[src/rtl/codec_cfg_pkg.sv]
package codec_cfg_pkg;
  typedef enum logic [1:0] {TX_EMPTY, TX_PEND, TX_SHIFT} tx_st_e;
  typedef enum logic [2:0] {
    SQ_IDLE, SQ_CLR, SQ_REL, SQ_LREQ, SQ_LDAT, SQ_DRAIN, SQ_RUN
  } sq_st_e;
endpackage

[src/rtl/cc_tx_shifter.sv]
module cc_tx_shifter
  import codec_cfg_pkg::*;
#(
  parameter int W = 16
) (
  input  logic         clk_i,
  input  logic         rst_ni,
  input  logic         clr_i,
  input  logic         load_i,
  input  logic [W-1:0] word_i,
  input  logic         fs_ni,
  output logic         idle_o,
  output logic [W-1:0] held_o,
  output logic         dx_o
);
  localparam int CW = $clog2(W);
  localparam logic [CW-1:0] LAST = CW'(W - 1);

  tx_st_e        st_q;
  logic [W-1:0]  hold_q, sreg_q;
  logic [CW-1:0] cnt_q;
  logic          fs_q;
  logic          fs_fall;

  assign fs_fall = fs_q & ~fs_ni;

  always_ff @(posedge clk_i or negedge rst_ni) begin
    if (!rst_ni) begin
      st_q   <= TX_EMPTY;
      hold_q <= '0;
      sreg_q <= '0;
      cnt_q  <= '0;
      fs_q   <= 1'b1;
    end else begin
      fs_q <= fs_ni;
      if (clr_i) begin
        st_q   <= TX_EMPTY;
        hold_q <= '0;
      end else begin
        unique case (st_q)
          TX_EMPTY: if (load_i) begin
            hold_q <= word_i;
            st_q   <= TX_PEND;
          end
          TX_PEND: if (fs_fall) begin
            sreg_q <= hold_q;
            cnt_q  <= '0;
            st_q   <= TX_SHIFT;
          end
          TX_SHIFT: begin
            sreg_q <= sreg_q << 1;
            cnt_q  <= cnt_q + 1'b1;
            if (cnt_q == LAST) st_q <= TX_EMPTY;
          end
          default: st_q <= TX_EMPTY;
        endcase
      end
    end
  end

  assign idle_o = (st_q == TX_EMPTY);
  assign held_o = hold_q;
  assign dx_o   = (st_q == TX_SHIFT) & sreg_q[W-1];

  AST_LOAD_ONLY_EMPTY: assert property (@(posedge clk_i) disable iff (!rst_ni)
    load_i |-> st_q == TX_EMPTY);
  AST_NO_DATA_UNSHIFTED: assert property (@(posedge clk_i) disable iff (!rst_ni)
    (st_q == TX_PEND && fs_ni) |=> !dx_o);
endmodule

[src/rtl/cc_sequencer.sv]
module cc_sequencer
  import codec_cfg_pkg::*;
#(
  parameter int W = 16,
  parameter int N = 4,
  parameter logic [W-1:0] REQ = W'(3)
) (
  input  logic           clk_i,
  input  logic           rst_ni,
  input  logic           start_i,
  input  logic [N*W-1:0] cfg_i,
  input  logic [W-1:0]   smp_i,
  input  logic           smp_valid_i,
  input  logic           tx_idle_i,
  output logic           tx_clr_o,
  output logic           tx_load_o,
  output logic [W-1:0]   tx_word_o,
  output logic           ready_o,
  output logic           busy_o,
  output logic           codec_rst_no_o
);
  localparam int IW = (N > 1) ? $clog2(N) : 1;
  localparam logic [IW-1:0] LAST = IW'(N - 1);

  sq_st_e        st_q;
  logic [IW-1:0] idx_q;
  logic          crst_q;
  logic          start_acc;
  logic          want_data_q;
  logic [W-1:0]  cfg_arr [N];

  for (genvar g = 0; g < N; g++) begin : g_cfg
    assign cfg_arr[g] = cfg_i[g*W +: W];
  end

  assign start_acc = start_i & (st_q == SQ_IDLE || st_q == SQ_RUN);
  assign busy_o    = !(st_q == SQ_IDLE || st_q == SQ_RUN);
  assign ready_o   = (st_q == SQ_RUN) & tx_idle_i;
  assign codec_rst_no_o = crst_q;

  always_comb begin
    tx_clr_o  = (st_q == SQ_CLR);
    tx_load_o = 1'b0;
    tx_word_o = '0;
    unique case (st_q)
      SQ_LREQ: begin tx_load_o = tx_idle_i; tx_word_o = REQ; end
      SQ_LDAT: begin tx_load_o = tx_idle_i; tx_word_o = cfg_arr[idx_q]; end
      SQ_RUN:  begin
        tx_load_o = tx_idle_i & smp_valid_i;
        tx_word_o = {smp_i[W-1:2], 2'b00};
      end
      default: ;
    endcase
  end

  always_ff @(posedge clk_i or negedge rst_ni) begin
    if (!rst_ni) begin
      st_q   <= SQ_IDLE;
      idx_q  <= '0;
      crst_q <= 1'b0;
    end else if (start_acc) begin
      st_q   <= SQ_CLR;
      idx_q  <= '0;
      crst_q <= 1'b0;
    end else begin
      unique case (st_q)
        SQ_CLR:  st_q <= SQ_REL;
        SQ_REL:  begin crst_q <= 1'b1; st_q <= SQ_LREQ; end
        SQ_LREQ: if (tx_idle_i) st_q <= SQ_LDAT;
        SQ_LDAT: if (tx_idle_i) begin
          idx_q <= idx_q + 1'b1;
          st_q  <= (idx_q == LAST) ? SQ_DRAIN : SQ_LREQ;
        end
        SQ_DRAIN: if (tx_idle_i) st_q <= SQ_RUN;
        default: ;
      endcase
    end
  end

  // tracks request/data alternation for the checks below
  always_ff @(posedge clk_i or negedge rst_ni) begin
    if (!rst_ni)          want_data_q <= 1'b0;
    else if (tx_clr_o)    want_data_q <= 1'b0;
    else if (tx_load_o && busy_o) want_data_q <= (st_q == SQ_LREQ);
  end

  AST_DATA_AFTER_REQ: assert property (@(posedge clk_i) disable iff (!rst_ni)
    (tx_load_o && st_q == SQ_LDAT) |-> want_data_q);
  AST_REQ_AFTER_DATA: assert property (@(posedge clk_i) disable iff (!rst_ni)
    (tx_load_o && st_q == SQ_LREQ) |-> !want_data_q);
  AST_START_NO_ABORT: assert property (@(posedge clk_i) disable iff (!rst_ni)
    (start_i && busy_o && codec_rst_no_o) |=> (busy_o && codec_rst_no_o));
  AST_RUN_RELEASED: assert property (@(posedge clk_i) disable iff (!rst_ni)
    ready_o |-> codec_rst_no_o);
endmodule

[src/rtl/codec_cfg_seq.sv]
module codec_cfg_seq
  import codec_cfg_pkg::*;
#(
  parameter int W = 16,
  parameter int N = 4,
  parameter logic [W-1:0] REQ = W'(3)
) (
  input  logic           clk_i,
  input  logic           rst_ni,
  input  logic           start_i,
  input  logic [N*W-1:0] cfg_i,
  input  logic [W-1:0]   smp_i,
  input  logic           smp_valid_i,
  output logic           ready_o,
  output logic           busy_o,
  output logic           codec_rst_no_o,
  input  logic           tx_fs_ni,
  output logic           tx_data_o
);
  logic         tx_idle, tx_clr, tx_load;
  logic [W-1:0] tx_word, tx_held;

  cc_sequencer #(.W(W), .N(N), .REQ(REQ)) i_seq (
    .clk_i, .rst_ni, .start_i, .cfg_i, .smp_i, .smp_valid_i,
    .tx_idle_i(tx_idle), .tx_clr_o(tx_clr), .tx_load_o(tx_load),
    .tx_word_o(tx_word), .ready_o, .busy_o, .codec_rst_no_o
  );

  cc_tx_shifter #(.W(W)) i_tx (
    .clk_i, .rst_ni, .clr_i(tx_clr), .load_i(tx_load), .word_i(tx_word),
    .fs_ni(tx_fs_ni), .idle_o(tx_idle), .held_o(tx_held), .dx_o(tx_data_o)
  );

  AST_RELEASE_AFTER_CLEAR: assert property (@(posedge clk_i) disable iff (!rst_ni)
    $rose(codec_rst_no_o) |-> $past(tx_held) == '0);
  AST_SAMPLE_LOW_BITS: assert property (@(posedge clk_i) disable iff (!rst_ni)
    (tx_load && !busy_o) |-> tx_word[1:0] == 2'b00);
endmodule

[config.mk]
export PLATFORM = sky130hd
export DESIGN_NAME = codec_cfg_seq
export DESIGN_NICKNAME = d
export VERILOG_FILES = /design/src/rtl/codec_cfg_pkg.sv /design/src/rtl/cc_tx_shifter.sv /design/src/rtl/cc_sequencer.sv /design/src/rtl/codec_cfg_seq.sv
export SDC_FILE = /design/constraint.sdc
export NUM_CORES = 1
export LEC_CHECK = 0
export ABC_CLOCK_PERIOD_IN_PS = 3860
export BUFFER_PORTS_ARGS = -buffer_cell sky130_fd_sc_hd__buf_2
export CORE_ASPECT_RATIO = 2
export CORE_UTILIZATION = 55
export CTS_CLUSTER_DIAMETER = 80
export CTS_CLUSTER_SIZE = 24
export DETAILED_ROUTE_END_ITERATION = 16
export PLACE_DENSITY_LB_ADDON = 0.3
export SLEW_MARGIN = 15
export SYNTH_ARGS = -nofsm -noshare
export SYNTH_HDL_FRONTEND = slang
export SYNTH_SLANG_ARGS = --single-unit
export TNS_END_PERCENT = 20
[constraint.sdc]
create_clock -name clk_i -period 3.86 [get_ports clk_i]
set_input_delay 0.386 -clock clk_i [delete_from_list [all_inputs] [get_ports clk_i]]
set_output_delay 0.386 -clock clk_i [all_outputs]
set_load 0.03 [all_outputs]
=== After elaboration in Yosys (flattened, before gate mapping) ===
Index checks and enable logic that the tools add are counted.

* Input bits: 85
* Output and inout bits: 4
* Flip-flop bits (word level): 45
* Logic and storage cells: 81

* Mux-type cells: 28
* Bitwise gates (word level): 8
* Order comparisons: 1
* Reductions and logical operators: 17
* Add/subtract/negate cells: 2
* Eq/ne operators: 17

{| class="wikitable"
|+ Operator list
! cell !! count
|-
| 2-to-1 mux 16 bit || 6
|-
| one-hot mux 16 bit (3 select lines) || 1
|-
| binary-select mux 16 bit (select 2 bit) || 1
|-
| one-hot mux 16 bit (2 select lines) || 1
|-
| 2-to-1 mux 3 bit || 5
|-
| one-hot mux 3 bit (5 select lines) || 1
|-
| 2-to-1 mux 2 bit || 7
|-
| nonzero test 2 bit || 6
|-
| equality test 3 bit (second input constant) || 3
|-
| inequality test 3 x 1 -> 1 bit (second input constant) || 3
|-
| one-hot mux 4 bit (2 select lines) || 1
|-
| equality test 3 x 2 -> 1 bit (second input constant) || 2
|-
| inequality test 3 x 2 -> 1 bit (second input constant) || 2
|-
| one-hot mux 2 bit (3 select lines) || 1
|-
| AND reduction 3 bit || 2
|-
| nonzero test 6 bit || 1
|-
| AND 1 bit || 5
|-
| adder 4 x 1 -> 4 bit (second input constant) || 1
|-
| equality test 2 bit (second input constant) || 2
|-
| equality test 4 bit (second input constant) || 1
|-
| 2-to-1 mux 4 bit || 1
|-
| AND reduction 2 bit || 2
|-
| AND reduction 4 bit || 1
|-
| equality test 3 x 1 -> 1 bit (second input constant) || 1
|-
| 14 further kinds || 16
|}

=== Depth between registers and ports, before layout ===
Gate-level depths: netlist of run 1.

* Depth after elaboration: 8
* Mapped depth: 8
* Depth with buffers taken out: 6

=== Cells and area by module ===
From an unflattened synthesis of run 1, not the netlist that was laid out.

* Cells, all modules: 274
* Area, all modules: 2990.4 um^2

{| class="wikitable"
|+ By module, submodules not included
! module !! area each (um^2) !! instances !! seq. area each (um^2) !! cells each
|-
| cc_tx_shifter || 1925.6 || 1 || 977.2 || 170
|-
| cc_sequencer || 1064.8 || 1 || 150.1 || 104
|}

=== Worst setup path before layout of run 1 ===
OpenSTA, ideal clock, no wires.

* Kind: reg2reg
* Start: register i_tx.st_q[0]
* End: register i_tx.hold_q[11], in the netlist i_tx.held_o[11]
* Clock period less this slack: 2.226 ns
* Slack: 1.634 ns
* Library setup time: 0.066 ns
* Data required time: 3.794 ns
* Stages on the path, launching flop included: 9
* Buffers on the path: 2
* Data arrival time: 2.160 ns
* Path through: dfrtp_1 inv_1 ha_1 clkbuf_8 inv_1 nor3_1 and2_1 buf_2 a221o_1

* Word-level cells in the longest chain between the ends: 5
* Elaborated cells on any way between the ends: 6
* Classes of those cells: 1 x mux; 1 x bitwise; 4 x reduce/logical

{| class="wikitable"
|+ Ends and longest elaborated chain
! item !! RTL line !! source
|-
| start: declaration || cc_tx_shifter.sv:19 || <nowiki>tx_st_e st_q;</nowiki>
|-
| start signal: assignment || cc_tx_shifter.sv:29 || <nowiki>st_q <= TX_EMPTY;</nowiki>
|-
| start signal: assignment || cc_tx_shifter.sv:37 || <nowiki>st_q <= TX_EMPTY;</nowiki>
|-
| start signal: assignment || cc_tx_shifter.sv:43 || <nowiki>st_q <= TX_PEND;</nowiki>
|-
| logical NOT 2 bit * || cc_tx_shifter.sv:40, cc_tx_shifter.sv:61 ||
|-
| AND 1 bit || cc_sequencer.sv:49 || <nowiki>tx_load_o = tx_idle_i & smp_valid_i;</nowiki>
|-
| one-hot mux 1 bit (2 select lines) || cc_sequencer.sv:45 || <nowiki>unique case (st_q)</nowiki>
|-
| nonzero test 2 bit (no line) || - ||
|-
| AND reduction 2 bit (no line) * || - ||
|-
| end signal: assignment || cc_tx_shifter.sv:42 || <nowiki>hold_q <= word_i;</nowiki>
|-
| end: declaration || cc_tx_shifter.sv:20 || <nowiki>logic [W-1:0] hold_q, sreg_q;</nowiki>
|}

Mark *: on every way between the ends. The rest lies on a longest branch, timed or not.
A chain may end at the register's enable or synchronous reset.

=== Worst setup path in the final report of run 1 ===
* Start: register i_tx.st_q[0]
* End: output tx_data_o

* Word-level cells in the longest chain between the ends: 2

{| class="wikitable"
|+ Ends and longest elaborated chain
! item !! RTL line !! source
|-
| equality test 2 bit || cc_tx_shifter.sv:63 || <nowiki>assign dx_o = (st_q == TX_SHIFT) & sreg_q[W-1];</nowiki>
|-
| AND 1 bit || cc_tx_shifter.sv:63 ||
|-
| end: declaration || codec_cfg_seq.sv:18 || <nowiki>output logic tx_data_o</nowiki>
|}

No other way between the ends.

==> impl_metrics.toml, run 1 <==
[placed_design]
dpl_worst_slack_ns = 1.72
place_congestion = 0.855
placed_area_um2 = 3110
port-buffer-count = 86
hpwl_um = 4280

[detailed_routing]
viasPerCell = 5.84
wl_per_cell_um = 14.5
ant_nets = 0
drtIter0Drc = 37
wl_um = 5380
drc = 0
vias = 2173
firstDrtPassIters = 4

[floorplanning]
core.rowCount = 36
die_h_um = 102
fp.dieW_um = 51.9
core_area_um2 = 4820
dieArea_um2 = 5280
start_util_pct = 56.7
io_pins = 89

[status]
status = "finished clean"

[pwr]
p_int_uw = 1290
swShare_pct = 39.8
p_leak_uw = 0.00145
power_switching_uw = 851
ir_drop_uv = 557
p_comb_share_pct = 46.7
clkPwrFrac_pct = 13.1
p_seq_share_pct = 40.2
powerDensity_nw_per_um2 = 669

[grt]
met2_usage_pct = 39.9
grt_max_degree = 46
grt_usage_pct = 22.2
grt.overflow.total = 0
grt_pass1_wl_um = 8750
grt-busiest-layer = "met2"
met3_usage_pct = 4.80
antenna_found_initial = 0
grt_use_met1_pct = 24.6
grt_pass1_vias = 2076

[clocking]
insertion_delay_ns = 0.29
h-tree-depth = 2
clkSinkCount = 45
ctsHoldBuffers = 0
cts_tree = "done"
cts_buffers = 5
clock_path_buffers = 2
path_clk_slew_ns = 0.08
post_cts_buffers = 0
cts_resized = 0
cts_root_buffer = "clkbuf_8"

[timing]
slew_violations = 0
rsz0062_at_grt = "no"
period_needed_ns = 2.15
fin_setup_tns_ns = 0
slew_headroom_pct = 36.0
clock_skew_ns = 0.00558
finalSetupViolations = 0
max_freq_mhz = 465
layout_setup_ws_ns = 1.71
final_hold_viol_count = 0
min_period_over_period_pct = 55.7
tightest_slew_ns = 0.960

[cells_and_area]
mostFrequentLayoutCell = "buf_2"
drive_gt1_share_pct = 34.9
final_cell_mix = "buf_2 (86), dfrtp_1 (44), a21oi_1 (22)"
num_antenna_cells = 0
num-fill-cells = 383
syn_to_final_growth_pct = 16.9
finalInstanceArea_um2 = 3200
fin_nets = 404

[synth]
yosys.area.top_type = "dfrtp_1"
synth_cell_types = 44
synth_area_per_cell_um2 = 11.5
syn_nets = 327
seq_area_frac_synth_pct = 41.2
synth_area_leaders = "dfrtp_1 (40%), mux4_1 (8.6%), mux2i_1 (6.6%)"
synth.top_cell.area_share_pct = 40.3
ys_ff_latch = 45
yosysWarnings = 0
syn_inst = 237
syn_area_um2 = 2740

[critical_path]
crit_required_ns = 3.47
startpoint_type = "register"
crit_fanout = 13
cp-end-kind = "primary output"
path_class = "reg -> out"
cp.arrival_ns = 1.76

[run]
maxCapViolations = 0

[worst_hold_path]
worstHoldPathType = "in -> reg"
-- Yosys cell counts, drive strengths merged --
cell type  instances
nor2b             18
a32o               2
a221oi             1
o31ai              3
a22oi              1
nand3b             2
nor3               3
nand2              5
and3               1
clkbuf             7
a21oi             23
nand4b             1
buf               11
mux4              16
inv                8
mux2               2
ha                 5
or2                1
nand3              9
mux2i             18
and2               2
nor3b              2
dfrtp             44
a211oi             2
xnor2              1
o21ai              8
or3                1
nand2b             5
a221o             14
o211ai             1
nor2              18
maj3               1
dfstp              1
-- worst paths after layout --
check,start,end,slack [ns],cells past startpoint
setup / recovery,i_tx.st_q[0],tx_data_o,1.71,4
hold / removal,tx_fs_ni,i_tx.fs_q,0.19,1
setup reg to reg,i_seq.idx_q[0],i_tx.held_o[9],1.73,3
hold reg to reg,i_seq.codec_rst_no_o,i_seq.codec_rst_no_o,0.49,2
max in group asynchronous,rst_ni,i_tx.sreg_q[12],3.02,1
min in group asynchronous,rst_ni,i_seq.st_q[0],0.24,1
-- power by group through the flow --
stage | logic [uW] | registers, uW | clock network (uW)
2_1_floorplan | 952 | 766 | 0
3_3_place_gp | 968 | 863 | 0
3_5_place_dp | 1010 | 870 | 0
4_1_cts | 1010 | 861 | 289
5_1_grt | 1110 | 894 | 304
6_report | 999 | 860 | 280
-- final cells by class --
cell class | count | area (um^2) | share of cell area, %
repair buffers | 88 | 445 | 13.9
clock inverters | 1 | 7.51 | 0.235
inverters | 8 | 30.0 | 0.939
well taps | 57 | 71.3 | 2.23
flip-flops and latches | 45 | 1130 | 35.3
clock buffers | 7 | 76.3 | 2.39
multi-input cells | 166 | 1440 | 45.0
-- logic make-up after synthesis --
| kind of cell | count (synthesis) | share of synthesized area (%) |
|---|---|---|
| adders and majority gates | 6 | 2.65 |
| DFF | 45 | 41.2 |
| AOI/OAI and AO/OA | 55 | 14.0 |
| buffers and inverters | 26 | 6.59 |
| and+or+nand+nor | 68 | 13.4 |
| muxes | 36 | 21.8 |
| xor gates and xnor gates | 1 | 0.320 |
-- worst max-delay path, cell delays in order (launching register included) --
cell	delay (ns)
dfrtp_1	0.40
inv_1	0.09
ha_1	0.58
and2_1	0.22
buf_2	0.19
-- metal layers --
metal	share of wire [%]	up-vias
met2	56	64
met4	1.8	0
met3	4.7	8
li1	-	1053
met1	37	1048
met5	0	-
-- state kept, by name (all words and copies together), names as in the netlist --
signal,flops
i_seq.codec_rst_no_o,1
i_seq.idx_q,2
i_seq.st_q,3
i_tx.cnt_q,4
i_tx.fs_q,1
i_tx.held_o,16
i_tx.sreg_q,16
i_tx.st_q,2
-- metrics by stage --
step                      power (uW)  cells  hold slack (ns)  util [%]
after floorplan                 1720    237           0.0904         -
after global placement          1830    364            0.459      64.6
after detailed placement        1880    364            0.470      64.6
after CTS                       2160    372            0.183      66.4
after global routing            2300    372            0.186      66.4
final                           2140    372            0.192      66.4
Power figures use the tool's default switching activity.
==> run 2: changes to the inputs <==
ABC_CLOCK_PERIOD_IN_PS = 2000   (was 3860)
CORE_UTILIZATION = 51   (was 55)
clock period = 2 ns   (was 3.86 ns; I/O delays follow)
==> run 2 against run 1 <==
Net effect: register-to-register slack got worse by 1.5 ns; first-iteration DRC count rose by 86%; non-clock buffer count rose by 10; sequential power rose by 80%; sequential share of layout area fell by 1.7 points; critical path depth rose by 1; global-route usage fell by 0.27 points; worst hold slack got worse by 0.063 ns; cell count rose by 3.0%; clock power rose to 2.8 times the previous value; combinational power rose by 120%; die area rose by 7.6%; critical path type unchanged; largest cell class unchanged; largest power group unchanged.
==> impl_metrics.toml, run 2 (same netlist as run 1, synthesis figures left out) <==
[timing]
final_hold_viol_count = 0
period_needed_ns = 1.85
clock_skew_ns = 0.00709
slew_headroom_pct = 56.4
max_freq_mhz = 540
slew_violations = 0
fin_setup_tns_ns = 0
min_period_over_period_pct = 92.7
finalSetupViolations = 0
layout_setup_ws_ns = 0.147
tightest_slew_ns = 0.654
rsz0062_at_grt = "no"

[critical_path]
r2r_cells = 6
worstReg2RegStart = "i_tx.st_q[1]"
cp.arrival_ns = 1.65
startpoint_type = "register"
cp-startpoint = "i_tx.st_q[0]"
endpoint = "tx_data_o"
crit_fanout = 23
path_class = "reg -> out"
cp-end-kind = "primary output"
crit_required_ns = 1.80
r2r-end = "i_tx.held_o[9]"
rrSetupSlack_ns = 0.28

[floorplanning]
core_area_um2 = 5140
die_h_um = 106
fp.dieW_um = 53.8
io_pins = 89
start_util_pct = 53.2
core.rowCount = 37
dieArea_um2 = 5680

[detailed_routing]
viasPerCell = 5.78
vias = 2213
drc = 0
wl_per_cell_um = 14.3
ant_nets = 0
routedLengthMet1_um = 2050
firstDrtPassIters = 4
met3_length_um = 250
wl_um = 5460
wl_met2_um = 3050
top_layer_used = "met4"
drtIter0Drc = 69

[pwr]
ir_drop_uv = 1100
powerDensity_nw_per_um2 = 1360
p_leak_uw = 0.00154

[grt]
grt_pass1_vias = 2216
grt_max_degree = 46
grt_usage_pct = 21.9
grt_pass1_wl_um = 9120
grt.overflow.total = 0
antenna_found_initial = 0

[clocking]
clkSinkCount = 45
cts_root_buffer = "clkbuf_8"
cts_resized = 0
path_clk_slew_ns = 0.08
h-tree-depth = 2
ctsHoldBuffers = 2
clock_path_buffers = 2
post_cts_buffers = 0
cts_tree = "done"
cts_buffers = 5
insertion_delay_ns = 0.30

[cells_and_area]
drive_gt1_share_pct = 37.2
syn_to_final_growth_pct = 22.8
fin_nets = 414
num-fill-cells = 423
mostFrequentLayoutCell = "buf_2"
final_cell_mix = "buf_2 (86), dfrtp_1 (44), a21oi_1 (22)"
num_antenna_cells = 0

[placed_design]
dpl_worst_slack_ns = 0.287
hpwl_um = 4320
place_congestion = 0.819
port-buffer-count = 86

[status]
status = "finished clean"

[worst_hold_path]
worstHoldPathType = "in -> reg"

[run]
maxCapViolations = 0
## run 2: changes by cell type in the layout (fill, tap and decap cells not counted)
| cell | change |
|---|---|
| bufinv_16 | +2 |
| clkbuf_1 | -2 |
| nor3_2 | +1 |
| nor3_1 | -1 |
| dlygate4sd3_1 | +2 |
| buf_4 | +6 |
| buf_12 | +2 |
| clkinv_2 | +1 |
| clkinvlp_4 | -1 |
## run 2: worst min path at each step
stage | from | to | slack [ns] | cells past startpoint
global placement | rst_ni | i_tx.st_q[0] | 0.31 | 2
global route | smp_i[12] | i_tx.held_o[12] | 0.12 | 2
detailed placement | rst_ni | i_tx.st_q[0] | 0.31 | 2
floorplan | rst_ni | i_seq.codec_rst_no_o | -0.1 | 0
CTS | smp_i[10] | i_tx.held_o[10] | 0.11 | 2
finish | smp_i[10] | i_tx.held_o[10] | 0.13 | 2
## run 2: worst max-delay path: stages (launching register included)
cell,delay [ns]
dfrtp_1,0.40
inv_1,0.09
ha_1,0.17
buf_4,0.32
and2_1,0.18
buf_2,0.19
## run 2: where the power goes
part           internal, uW  switching [uW]
sequential             1270             278
combinational          1100            1110
clock                   496             300
total                  2870            1680
## run 2: metal layers
| metal | global-route usage (%) | vias to the layer above |
|---|---|---|
| li1 | - | 1067 |
| met4 | 9.40 | 0 |
| met5 | 0 | - |
| met1 | 23.0 | 1072 |
| met2 | 39.1 | 66 |
| met3 | 4.62 | 8 |
## run 2: area by class of cell
class	count	area (um^2)	share of cell area, %
repair buffers	98	551	16.4
clock buffers	5	68.8	2.05
flip-flops and latches	45	1130	33.6
multi-input cells	166	1450	43.0
clock inverters	3	65.1	1.94
inverters	8	30.0	0.894
well taps	58	72.6	2.16
## run 2: metrics by stage
stage / util (%) / total power (uW) / hold WS (ns) / instances / cell area [um^2]
6_report: 65.4 / 4560 / 0.129 / 383 / 3360
5_1_grt: 65.4 / 4900 / 0.119 / 383 / 3360
4_1_cts: 65.4 / 4620 / 0.112 / 383 / 3360
3_5_place_dp: 62.4 / 3800 / 0.312 / 373 / 3210
3_3_place_gp: 62.4 / 3710 / 0.311 / 373 / 3210
2_1_floorplan: - / 3320 / -0.0956 / 237 / 2740
==> run 3: changes to the inputs <==
BUFFER_PORTS_ARGS = -buffer_cell sky130_fd_sc_hd__buf_4   (was -buffer_cell sky130_fd_sc_hd__buf_2)
CORE_UTILIZATION = 53   (was 51)
CTS_BUF_LIST = sky130_fd_sc_hd__clkbuf_8   (was unset)
CTS_CLUSTER_SIZE = unset   (was 24)
==> run 3 against run 2 <==
Net effect: flip-flop and latch count is the same; sequential power is essentially flat; cell count shrank 0.52%; core utilization grew 6.9 points; count of clock-buffer cells in the layout is the same; combinational power grew 3%; clock power shrank 13%; fmax grew 2.6%; die area shrank 3.7%.
==> impl_metrics.toml, run 3 (same netlist as run 1, synthesis figures left out) <==
[status]
status = "finished clean"

[placed_design]
place_congestion = 0.842
hpwl_um = 4460
port-buffer-count = 86

[timing]
final_hold_viol_count = 0
min_period_over_period_pct = 90.4
max_freq_mhz = 553
tightest_slew_ns = 0.646
slew_headroom_pct = 56.9
fin_setup_tns_ns = 0
holdWs_ns = 0.120
slew_violations = 0
rsz0062_at_grt = "no"
period_needed_ns = 1.81
finalSetupViolations = 0
clock_skew_ns = 0.00890

[detailed_routing]
wl_um = 5660
vias = 2166
viasPerCell = 5.69
firstDrtPassIters = 4
wl_per_cell_um = 14.9
ant_nets = 0
drtIter0Drc = 40
drc = 0

[critical_path]
crit_required_ns = 1.80
rrSetupSlack_ns = 0.30
startpoint_type = "register"
cp-end-kind = "primary output"
cp.arrival_ns = 1.61
crit_fanout = 23
path_class = "reg -> out"
r2r_cells = 6

[run]
maxCapViolations = 0

[grt]
grt_usage_pct = 23.7
grt_pass1_vias = 2119
grt-busiest-layer = "met2"
met2_usage_pct = 38.2
met3_usage_pct = 4.85
grt.overflow.total = 0
grt_pass1_wl_um = 9530
antenna_found_initial = 0
grt_max_degree = 46
grt_use_met1_pct = 29.7

[floorplanning]
die_h_um = 104
core.rowCount = 36
core_area_um2 = 4910
dieArea_um2 = 5470
io_pins = 89
start_util_pct = 55.7
fp.dieW_um = 52.8

[worst_hold_path]
hold_path_depth = 2
worstHoldPathType = "in -> reg"

[clocking]
cts_buffers = 5
path_clk_slew_ns = 0.09
cts_resized = 0
cts_root_buffer = "clkbuf_8"
h-tree-depth = 2
insertion_delay_ns = 0.30
cts_tree = "done"
clock_path_buffers = 2
ctsHoldBuffers = 2
post_cts_buffers = 0
clkSinkCount = 45

[pwr]
powerDensity_nw_per_um2 = 1270
ir_drop_uv = 1290
p_leak_uw = 0.00159

[cells_and_area]
mostFrequentLayoutCell = "buf_4"
num_antenna_cells = 0
syn_to_final_growth_pct = 29.7
final_cell_mix = "buf_4 (93), dfrtp_1 (44), a21oi_1 (22)"
fin_nets = 413
drive_gt1_share_pct = 37.0
==> run 3: changes by cell type in the layout (fill, tap and decap cells not counted) <==
cell	delta
buf_2	-86
buf_4	+85
bufinv_16	-1
clkinv_2	-1
clkinv_4	+1
clkinvlp_4	+1
==> run 3: area by class of cell <==
type / count / area (um^2)
clock inverters: 3 / 46.3
inverters: 8 / 30.0
fillers: 371 / 1360
well taps: 57 / 71.3
clock buffers: 5 / 68.8
multi-input cells: 166 / 1450
repair buffers: 97 / 758
flip-flops and latches: 45 / 1130
==> run 3: worst max-delay path: stages (launching register included) <==
cell     delay (ns)
dfrtp_1        0.41
inv_1          0.09
ha_1           0.16
buf_4          0.31
and2_1         0.18
buf_4          0.15
==> run 3: power by group <==
part | total, uW | internal (uW) | leakage (uW) | switching [uW]
registers | 1540 | 1270 | 0.000566 | 268
clock network | 694 | 374 | 0.0000543 | 321
logic | 2270 | 1170 | 0.000974 | 1110
==> run 3: per-stage QoR <==
step | setup slack [ns] | cells | utilization (%) | cell area [um^2] | total power, uW
global placement | 0.328 | 371 | 69.5 | 3410 | 3770
finish | 0.193 | 381 | 72.2 | 3550 | 4510
global route | 0.0931 | 381 | 72.2 | 3550 | 4870
detailed placement | 0.304 | 371 | 69.5 | 3410 | 3860
CTS | 0.174 | 381 | 72.2 | 3550 | 4560
floorplan | 0.0632 | 237 | - | 2740 | 3320
==> run 3: worst paths after layout <==
| kind | startpoint | to |
|---|---|---|
| hold reg to reg | i_seq.codec_rst_no_o | i_seq.codec_rst_no_o |
| hold / removal | smp_i[2] | i_tx.held_o[2] |
| min in group asynchronous | rst_ni | i_seq.codec_rst_no_o |
| setup reg to reg | i_tx.st_q[0] | i_tx.held_o[15] |
| max in group asynchronous | rst_ni | i_tx.sreg_q[4] |
| setup / recovery | i_tx.st_q[0] | tx_data_o |
==> run 3: per-layer routing <==
layer / vias up / share of wire (%)
li1: 1066 / -
met1: 1020 / 39
met3: 10 / 4.6
met5: - / 0
met2: 70 / 54
met4: 0 / 2.5
